File: src/rtl/sdbg_pkg.sv
`timescale 1ns/1ps
package sdbg_pkg;

   // frame progress, one state per sampled bit slot
   typedef enum logic [3:0] {
      ST_IDLE,
      ST_RW,
      ST_RS0,
      ST_RS1,
      ST_TRN,
      ST_WDAT,
      ST_WPAR,
      ST_SYNC,
      ST_RDAT,
      ST_RPAR,
      ST_TAIL,
      ST_WAITHI
   } sdbg_st_e;

   // transaction kind resolved from the header
   typedef enum logic [1:0] {
      FK_NONE,
      FK_WR_INS,
      FK_WR_DAT,
      FK_RD_DAT
   } sdbg_kind_e;

   function automatic sdbg_kind_e sdbg_decode(input logic rd, input logic sel_a, input logic sel_b);
      sdbg_kind_e k;
      k = FK_NONE;
      if (sel_b) begin
         if (!rd && !sel_a)     k = FK_WR_INS;
         else if (!rd && sel_a) k = FK_WR_DAT;
         else if (rd && sel_a)  k = FK_RD_DAT;
      end
      return k;
   endfunction

endpackage

File: src/rtl/sdbg_frame_fsm.sv
`timescale 1ns/1ps
module sdbg_frame_fsm
   import sdbg_pkg::*;
#(
   parameter int DATA_W = 32,
   parameter int IR_W   = 8
) (
   input  logic       clk,
   input  logic       rst_n,
   input  logic       line_in,
   output sdbg_st_e   st_o,
   output sdbg_kind_e kind_o
);

   localparam int CNT_W = $clog2(DATA_W);
   localparam logic [CNT_W-1:0] LAST_DR = CNT_W'(DATA_W - 1);
   localparam logic [CNT_W-1:0] LAST_IR = CNT_W'(IR_W - 1);

   sdbg_st_e         st_q;
   sdbg_kind_e       kind_q;
   sdbg_kind_e       hdr_kind;
   logic             rd_q;
   logic             sel_a_q;
   logic [CNT_W-1:0] cnt_q;
   logic [CNT_W-1:0] last_w;

   always_comb begin
      hdr_kind = sdbg_decode(rd_q, sel_a_q, line_in);
      last_w   = (kind_q == FK_WR_INS) ? LAST_IR : LAST_DR;
   end

   always_ff @(posedge clk or negedge rst_n) begin
      if (!rst_n) begin
         st_q    <= ST_IDLE;
         kind_q  <= FK_NONE;
         rd_q    <= 1'b0;
         sel_a_q <= 1'b0;
         cnt_q   <= '0;
      end else begin
         unique case (st_q)
            ST_IDLE:   if (!line_in) st_q <= ST_RW;
            ST_RW: begin
               rd_q <= line_in;
               st_q <= ST_RS0;
            end
            ST_RS0: begin
               sel_a_q <= line_in;
               st_q    <= ST_RS1;
            end
            ST_RS1: begin
               kind_q <= hdr_kind;
               st_q   <= (hdr_kind == FK_NONE) ? ST_WAITHI : ST_TRN;
            end
            ST_TRN: begin
               cnt_q <= '0;
               st_q  <= (kind_q == FK_RD_DAT) ? ST_SYNC : ST_WDAT;
            end
            ST_WDAT: begin
               cnt_q <= cnt_q + 1'b1;
               if (cnt_q == last_w) st_q <= ST_WPAR;
            end
            ST_WPAR:   st_q <= ST_TAIL;
            ST_SYNC: begin
               cnt_q <= '0;
               st_q  <= ST_RDAT;
            end
            ST_RDAT: begin
               cnt_q <= cnt_q + 1'b1;
               if (cnt_q == LAST_DR) st_q <= ST_RPAR;
            end
            ST_RPAR:   st_q <= ST_TAIL;
            ST_TAIL:   st_q <= ST_IDLE;
            ST_WAITHI: if (line_in) st_q <= ST_IDLE;
            default:   st_q <= ST_IDLE;
         endcase
      end
   end

   assign st_o   = st_q;
   assign kind_o = kind_q;

endmodule

File: src/rtl/sdbg_shift_par.sv
`timescale 1ns/1ps
module sdbg_shift_par
   import sdbg_pkg::*;
#(
   parameter int DATA_W = 32
) (
   input  logic              clk,
   input  logic              rst_n,
   input  logic              line_in,
   input  sdbg_st_e          st_i,
   input  logic [DATA_W-1:0] load_i,
   output logic [DATA_W-1:0] shreg_o,
   output logic              par_o
);

   logic [DATA_W-1:0] sh_q;
   logic              par_q;

   // one register serves both directions: fill from the top on writes,
   // drain from bit 0 on reads; parity runs alongside in both cases
   always_ff @(posedge clk or negedge rst_n) begin
      if (!rst_n) begin
         sh_q  <= '0;
         par_q <= 1'b1;
      end else begin
         unique case (st_i)
            ST_TRN:  par_q <= 1'b1;
            ST_WDAT: begin
               sh_q  <= {line_in, sh_q[DATA_W-1:1]};
               par_q <= par_q ^ line_in;
            end
            ST_SYNC: begin
               sh_q  <= load_i;
               par_q <= 1'b1;
            end
            ST_RDAT: begin
               sh_q  <= {1'b0, sh_q[DATA_W-1:1]};
               par_q <= par_q ^ sh_q[0];
            end
            default: ;
         endcase
      end
   end

   assign shreg_o = sh_q;
   assign par_o   = par_q;

endmodule

File: src/rtl/sdbg_commit.sv
`timescale 1ns/1ps
module sdbg_commit
   import sdbg_pkg::*;
#(
   parameter int DATA_W = 32,
   parameter int IR_W   = 8
) (
   input  logic              clk,
   input  logic              rst_n,
   input  logic              line_in,
   input  sdbg_st_e          st_i,
   input  sdbg_kind_e        kind_i,
   input  logic [DATA_W-1:0] shreg_i,
   input  logic              par_i,
   output logic [IR_W-1:0]   ins_o,
   output logic              ins_upd_o,
   output logic [DATA_W-1:0] wdata_o,
   output logic              dat_upd_o,
   output logic              perr_o
);

   logic [IR_W-1:0] ins_field;

   // a short instruction lands in the top IR_W bits of the shift register
   generate
      if (IR_W == DATA_W) begin : g_ins_full
         assign ins_field = shreg_i;
      end else begin : g_ins_part
         assign ins_field = shreg_i[DATA_W-1 -: IR_W];
      end
   endgenerate

   always_ff @(posedge clk or negedge rst_n) begin
      if (!rst_n) begin
         ins_o     <= '0;
         wdata_o   <= '0;
         ins_upd_o <= 1'b0;
         dat_upd_o <= 1'b0;
         perr_o    <= 1'b0;
      end else begin
         ins_upd_o <= 1'b0;
         dat_upd_o <= 1'b0;
         if (st_i == ST_WPAR) begin
            if (line_in == par_i) begin
               if (kind_i == FK_WR_INS) begin
                  ins_o     <= ins_field;
                  ins_upd_o <= 1'b1;
               end else if (kind_i == FK_WR_DAT) begin
                  wdata_o   <= shreg_i;
                  dat_upd_o <= 1'b1;
               end
            end else begin
               perr_o <= 1'b1;
            end
         end
      end
   end

endmodule

File: src/rtl/sdbg_slave.sv
`timescale 1ns/1ps
module sdbg_slave
   import sdbg_pkg::*;
#(
   parameter int DATA_W = 32,
   parameter int IR_W   = 8
) (
   input  logic              dbg_clk,
   input  logic              dbg_rst_n,
   input  logic              sd_i,
   output logic              sd_o,
   output logic              sd_oe,
   input  logic [DATA_W-1:0] reg_rdata,
   output logic              rd_cap,
   output logic [IR_W-1:0]   reg_ins,
   output logic              ins_upd,
   output logic [DATA_W-1:0] reg_wdata,
   output logic              dat_upd,
   output logic              par_err
);

   generate
      if (DATA_W < 2) begin : g_bad_data_w
         $error("sdbg_slave: DATA_W must be at least 2");
      end
      if (IR_W < 1 || IR_W > DATA_W) begin : g_bad_ir_w
         $error("sdbg_slave: IR_W must lie in 1..DATA_W");
      end
   endgenerate

   sdbg_st_e          st;
   sdbg_kind_e        kind;
   logic [DATA_W-1:0] shreg;
   logic              par;

   sdbg_frame_fsm #(.DATA_W(DATA_W), .IR_W(IR_W)) u_fsm (
      .clk     (dbg_clk),
      .rst_n   (dbg_rst_n),
      .line_in (sd_i),
      .st_o    (st),
      .kind_o  (kind)
   );

   sdbg_shift_par #(.DATA_W(DATA_W)) u_shift (
      .clk     (dbg_clk),
      .rst_n   (dbg_rst_n),
      .line_in (sd_i),
      .st_i    (st),
      .load_i  (reg_rdata),
      .shreg_o (shreg),
      .par_o   (par)
   );

   sdbg_commit #(.DATA_W(DATA_W), .IR_W(IR_W)) u_commit (
      .clk       (dbg_clk),
      .rst_n     (dbg_rst_n),
      .line_in   (sd_i),
      .st_i      (st),
      .kind_i    (kind),
      .shreg_i   (shreg),
      .par_i     (par),
      .ins_o     (reg_ins),
      .ins_upd_o (ins_upd),
      .wdata_o   (reg_wdata),
      .dat_upd_o (dat_upd),
      .perr_o    (par_err)
   );

   // line ownership follows the frame state directly
   always_comb begin
      sd_oe  = (st == ST_RDAT) || (st == ST_RPAR);
      rd_cap = (st == ST_SYNC);
      if (!sd_oe)              sd_o = 1'b1;
      else if (st == ST_RPAR)  sd_o = par;
      else                     sd_o = shreg[0];
   end

endmodule

File: config.mk
export PLATFORM = sky130hd
export DESIGN_NAME = sdbg_slave
export DESIGN_NICKNAME = d
export VERILOG_FILES = /design/src/rtl/sdbg_pkg.sv /design/src/rtl/sdbg_frame_fsm.sv /design/src/rtl/sdbg_shift_par.sv /design/src/rtl/sdbg_commit.sv /design/src/rtl/sdbg_slave.sv
export SDC_FILE = /design/constraint.sdc
export NUM_CORES = 1
export LEC_CHECK = 0
export ABC_CLOCK_PERIOD_IN_PS = 4010
export BUFFER_PORTS_ARGS = -buffer_cell sky130_fd_sc_hd__buf_4
export CORE_MARGIN = 2
export CORE_UTILIZATION = 45
export DETAILED_ROUTE_END_ITERATION = 10
export GPL_ROUTABILITY_DRIVEN = 0
export PLACE_DENSITY = 0.75
export REMOVE_ABC_BUFFERS = 1
export SETUP_SLACK_MARGIN = 0.3
export SLEW_MARGIN = 30
export SYNTH_ARGS = -nofsm -noshare
export SYNTH_HDL_FRONTEND = slang
export SYNTH_SLANG_ARGS = --single-unit
File: constraint.sdc
create_clock -name dbg_clk -period 4.01 [get_ports dbg_clk]
set_input_delay 0.2005 -clock dbg_clk [delete_from_list [all_inputs] [get_ports dbg_clk]]
set_output_delay 0.2005 -clock dbg_clk [all_outputs]
set_load 0.01 [all_outputs]
==> report_table.html <==
<table>
<tr><th>Metric</th><th>Value</th></tr>
<tr><th colspan="2">Timing</th></tr>
<tr><td>Final worst path period need</td><td>about 2.8 ns</td></tr>
<tr><td>Fin worst setup slack</td><td>approximately 1.2 ns</td></tr>
<tr><td>Summed negative setup slack over all endpoints</td><td>0 ns</td></tr>
<tr><td>Final setup violation count</td><td>0</td></tr>
<tr><td>Max-slew violation count</td><td>0</td></tr>
<tr><td>Worst Skew</td><td>about 0.012 ns</td></tr>
<tr><td>Fin crit share</td><td>0.689</td></tr>
<tr><td>Final count of hold timing violations</td><td>0</td></tr>
<tr><td>Pin slew with the least headroom to its limit</td><td>0.863 ns</td></tr>
<tr><td>Worst slew margin</td><td>0.425</td></tr>
<tr><td>Achievable Freq</td><td>approximately 0.36 GHz</td></tr>
<tr><td>Setup repair after global routing missed its margin</td><td>no</td></tr>
<tr><th colspan="2">Synth</th></tr>
<tr><td>Number of enable flip-flop cells after synthesis</td><td>0</td></tr>
<tr><td>Summed instance area of the synthesized netlist</td><td>between 4000 and 5000 um2</td></tr>
<tr><td>Share of flip-flops with an asynchronous set or reset</td><td>1.00</td></tr>
<tr><td>Mean area per synthesized cell</td><td>approximately 11 um2</td></tr>
<tr><td>Post-synth top flop</td><td>dfrtp_1</td></tr>
<tr><td>Sequential area share after synthesis</td><td>0.523</td></tr>
<tr><td>Post-synthesis instance total</td><td>396</td></tr>
<tr><td>#FFs+latches synth</td><td>slightly below 90</td></tr>
<tr><td>Number of distinct standard cells referenced by the synthesized netlist</td><td>50</td></tr>
<tr><td>Yosys warning count</td><td>0</td></tr>
<tr><th colspan="2">Pwr</th></tr>
<tr><td>Total power</td><td>3.41 mW</td></tr>
<tr><td>Power per cell area</td><td>between 600 and 700 nW/um2</td></tr>
<tr><td>Static Leak</td><td>approximately 2.6 nW</td></tr>
<tr><td>Highest ir drop seen on vdd</td><td>approximately 0.27 mV</td></tr>
<tr><th colspan="2">Hold path</th></tr>
<tr><td>Worst Hold Depth</td><td>3</td></tr>
<tr><td>Worst hold endpoint</td><td>u_shift.shreg_o[31]</td></tr>
<tr><td>Worst min path class</td><td>input port to register</td></tr>
<tr><td>Hold path start</td><td>reg_rdata[31]</td></tr>
<tr><th colspan="2">Clocking</th></tr>
<tr><td>TritonCTS Sinks</td><td>between 80 and 90</td></tr>
<tr><td>Post-cts resize count</td><td>0</td></tr>
<tr><td>Longest Clk Path Bufs</td><td>2</td></tr>
<tr><td>Clk Latency, worst-skew pair</td><td>roughly 0.36 ns</td></tr>
<tr><td>H-tree levels</td><td>3</td></tr>
<tr><td>Num CTS Buffers</td><td>9</td></tr>
<tr><td>Clock input transition at the sequential cells of the worst setup and hold paths</td><td>roughly 0.090 ns</td></tr>
<tr><td>Root buffer cell</td><td>clkbuf_8</td></tr>
<tr><td>TritonCTS clock tree</td><td>yes</td></tr>
<tr><th colspan="2">Global route</th></tr>
<tr><td>Number of global-route vias before repair</td><td>3062</td></tr>
<tr><td>Initial antenna violation count</td><td>0</td></tr>
<tr><td>Overall Global Routing Usage</td><td>0.182</td></tr>
<tr><td>Global-route wire length before repair</td><td>~15 mm</td></tr>
<tr><td>Pin count of the biggest net entering global routing</td><td>90</td></tr>
<tr><td>Overflow left after global routing</td><td>0</td></tr>
<tr><th colspan="2">Worst setup path</th></tr>
<tr><td>Endpoint required time on the critical path</td><td>between 3 and 4 ns</td></tr>
<tr><td>Max FO, Critical Path</td><td>32</td></tr>
<tr><td>Critical register-to-register path endpoint</td><td>u_commit.wdata_o[8]</td></tr>
<tr><td>Worst flop-to-flop path startpoint</td><td>u_fsm.st_o[1]</td></tr>
<tr><td>Critical Path End Type</td><td>output pin</td></tr>
<tr><td>Category of the critical setup timing path</td><td>register to output pin</td></tr>
<tr><td>Depth of the worst register-to-register path</td><td>4</td></tr>
<tr><td>Setup slack of the worst register-to-register path</td><td>around 1.4 ns</td></tr>
<tr><td>Setup crit start kind</td><td>register</td></tr>
<tr><td>Arr. time, crit path</td><td>2.56 ns</td></tr>
<tr><th colspan="2">Die</th></tr>
<tr><td>Std-Cell Core Area</td><td>9200 um2</td></tr>
<tr><td>Area of the die</td><td>10300 um2</td></tr>
<tr><td>Total I/O pin count</td><td>between 80 and 90</td></tr>
<tr><td>Site Rows</td><td>35</td></tr>
<tr><td>Horizontal die dimension</td><td>101 um</td></tr>
<tr><td>Vertical die dimension</td><td>101 um</td></tr>
<tr><td>Initial core utilization</td><td>0.464</td></tr>
<tr><th colspan="2">Finish</th></tr>
<tr><td>Synthesis-to-layout area growth</td><td>18.2%</td></tr>
<tr><td>Net total in the final layout</td><td>around 500</td></tr>
<tr><td>Area of the multi-input gates</td><td>between 1500 and 2000 um2</td></tr>
<tr><td>Sequential Area</td><td>2230 um2</td></tr>
<tr><td>Most used cells in the layout excluding fill and tap cells</td><td>88 x dfrtp_1, 80 x buf_4, 69 x a21oi_1, 44 x nand2_1, 38 x nor2_1</td></tr>
<tr><td>N_diodes</td><td>0</td></tr>
<tr><td>Filler cell count in the final layout</td><td>787</td></tr>
<tr><td>Share of cells above drive strength 1</td><td>0.319</td></tr>
<tr><td>Post-layout utilization of the core</td><td>0.548</td></tr>
<tr><td>Most common cell after layout, fill and taps aside</td><td>dfrtp_1</td></tr>
<tr><th colspan="2">Place</th></tr>
<tr><td>Port-buffer cells</td><td>80</td></tr>
<tr><td>Worst Setup Slack post-DPL</td><td>~1.3 ns</td></tr>
<tr><td>HPWL after detailed placement</td><td>about 6.0 mm</td></tr>
<tr><th colspan="2">Route</th></tr>
<tr><td># DRC</td><td>0</td></tr>
<tr><td>Router iterations before antenna repair</td><td>5</td></tr>
<tr><td>Average wire per standard cell</td><td>15.6 um</td></tr>
<tr><td>Post-DRT Antenna Nets</td><td>0</td></tr>
<tr><td>Via density</td><td>~5.5</td></tr>
<tr><td>WL final</td><td>between 9 and 10 mm</td></tr>
<tr><td>Vias after detailed routing</td><td>around 3200</td></tr>
<tr><td>Initial drt markers</td><td>roughly 230</td></tr>
<tr><th colspan="2">Outcome</th></tr>
<tr><td>Result of the run</td><td>finished clean</td></tr>
<tr><th colspan="2">Flow run</th></tr>
<tr><td>Number of violations of the max-capacitance limit</td><td>0</td></tr>
</table>
-- how the worst max path moves through the flow --
stage                              from             endpoint  slack, ns  cells after the start
after CTS                 u_fsm.st_o[1]               rd_cap       0.91                      5
after floorplan           u_fsm.st_o[1]  u_shift.shreg_o[10]       1.60                      5
after global routing      u_fsm.st_o[1]               rd_cap       1.07                      5
final                     u_fsm.st_o[1]               rd_cap       1.25                      5
after detailed placement  u_fsm.st_o[1]               rd_cap       1.31                      5
after global placement    u_fsm.st_o[1]               rd_cap       1.40                      5
-- critical path: stages (launching register included) --
cell and delay, ns:
dfrtp_1 0.91, and2_1 0.29, nand2_1 0.07, buf_4 0.24, inv_2 0.45, buf_4 0.22
-- cell families (layout without fill, tap and decap cells) --
family,count (synthesis),after routing,share of synthesized area
flip-flops,89,89,0.523
AO/OA/AOI/OAI,109,109,0.151
adder cells (fa/ha/maj),2,2,0.00587
XOR/XNOR,1,1,0.00205
multiplexers,44,44,0.141
AND/OR/NAND/NOR,116,116,0.132
buffers and inverters,35,106,0.0455
-- final cells by class --
cell class,count,share of cell area
Tap cell,111,0.0276
Sequential cell,89,0.442
Inverter,8,0.00596
Clock inverter,6,0.00993
Timing Repair Buffer,82,0.123
Multi-Input combinational cell,272,0.366
Clock buffer,10,0.0253
-- synth_stat cells (all sizes together), types with 2 or more instances --
cell / number / area share
a21oi: 70 / 0.085
nand2b: 7 / 0.012
o221ai: 3 / 0.0062
a32oi: 2 / 0.0041
nand3b: 3 / 0.0082
nand2: 44 / 0.039
nand3: 4 / 0.0047
mux2: 42 / 0.14
nor4b: 2 / 0.0041
and2: 2 / 0.0029
mux2i: 2 / 0.0047
a31oi: 2 / 0.0029
inv: 8 / 0.0070
a22oi: 5 / 0.0088
nor2b: 6 / 0.0088
a32o: 2 / 0.0047
ha: 2 / 0.0059
nor2: 38 / 0.033
nor3: 2 / 0.0023
o21ai: 11 / 0.013
clkbuf: 13 / 0.011
buf: 14 / 0.027
o31ai: 2 / 0.0035
dfrtp: 88 / 0.52
o22ai: 2 / 0.0029
and3: 4 / 0.0059
-- per-stage QoR --
stage / std cells / instance area, um2 / hold slack [ns]
2_1_floorplan: 369 / 4100 / -0.0951
3_3_place_gp: 561 / 4850 / 0.426
3_5_place_dp: 561 / 4850 / 0.321
4_1_cts: 578 / 5040 / 0.0596
5_1_grt: 578 / 5040 / 0.0673
6_report: 578 / 5040 / 0.0727
-- power breakdown --
part | switching [mW] | total [mW] | leakage [nW] | internal [mW]
clock network | 0.331 | 0.564 | 0.0839 | 0.233
registers | 0.380 | 1.62 | 1.16 | 1.24
logic | 0.591 | 1.23 | 1.31 | 0.641
-- layer usage --
metal	part of all wire	track usage	wire [um]	vias to the layer above
met2	0.49	0.288	4390	107
met3	0.054	0.0407	489	10
met4	0.0096	0.0509	87	0
met1	0.45	0.253	4070	1517
li1	-	-	-	1517
met5	0	0	0	-
-- registers in the layout, summed over array words and instances, names as in the netlist --
register            count
u_commit.dat_upd_o      1
u_commit.ins_o          8
u_commit.ins_upd_o      1
u_commit.perr_o         1
u_commit.wdata_o       32
u_fsm.cnt_q             5
u_fsm.kind_o            2
u_fsm.rd_q              1
u_fsm.sel_a_q           1
u_fsm.st_o              4
u_shift.par_o           1
u_shift.shreg_o        32
-- repair_timing --
action / 4_1_cts / 5_1_grt
hold buffers: 1 / 0
buffers inserted: 0 / 0
hold endpoints to repair: 88 / 0
(Power assumes the default switching activity.)
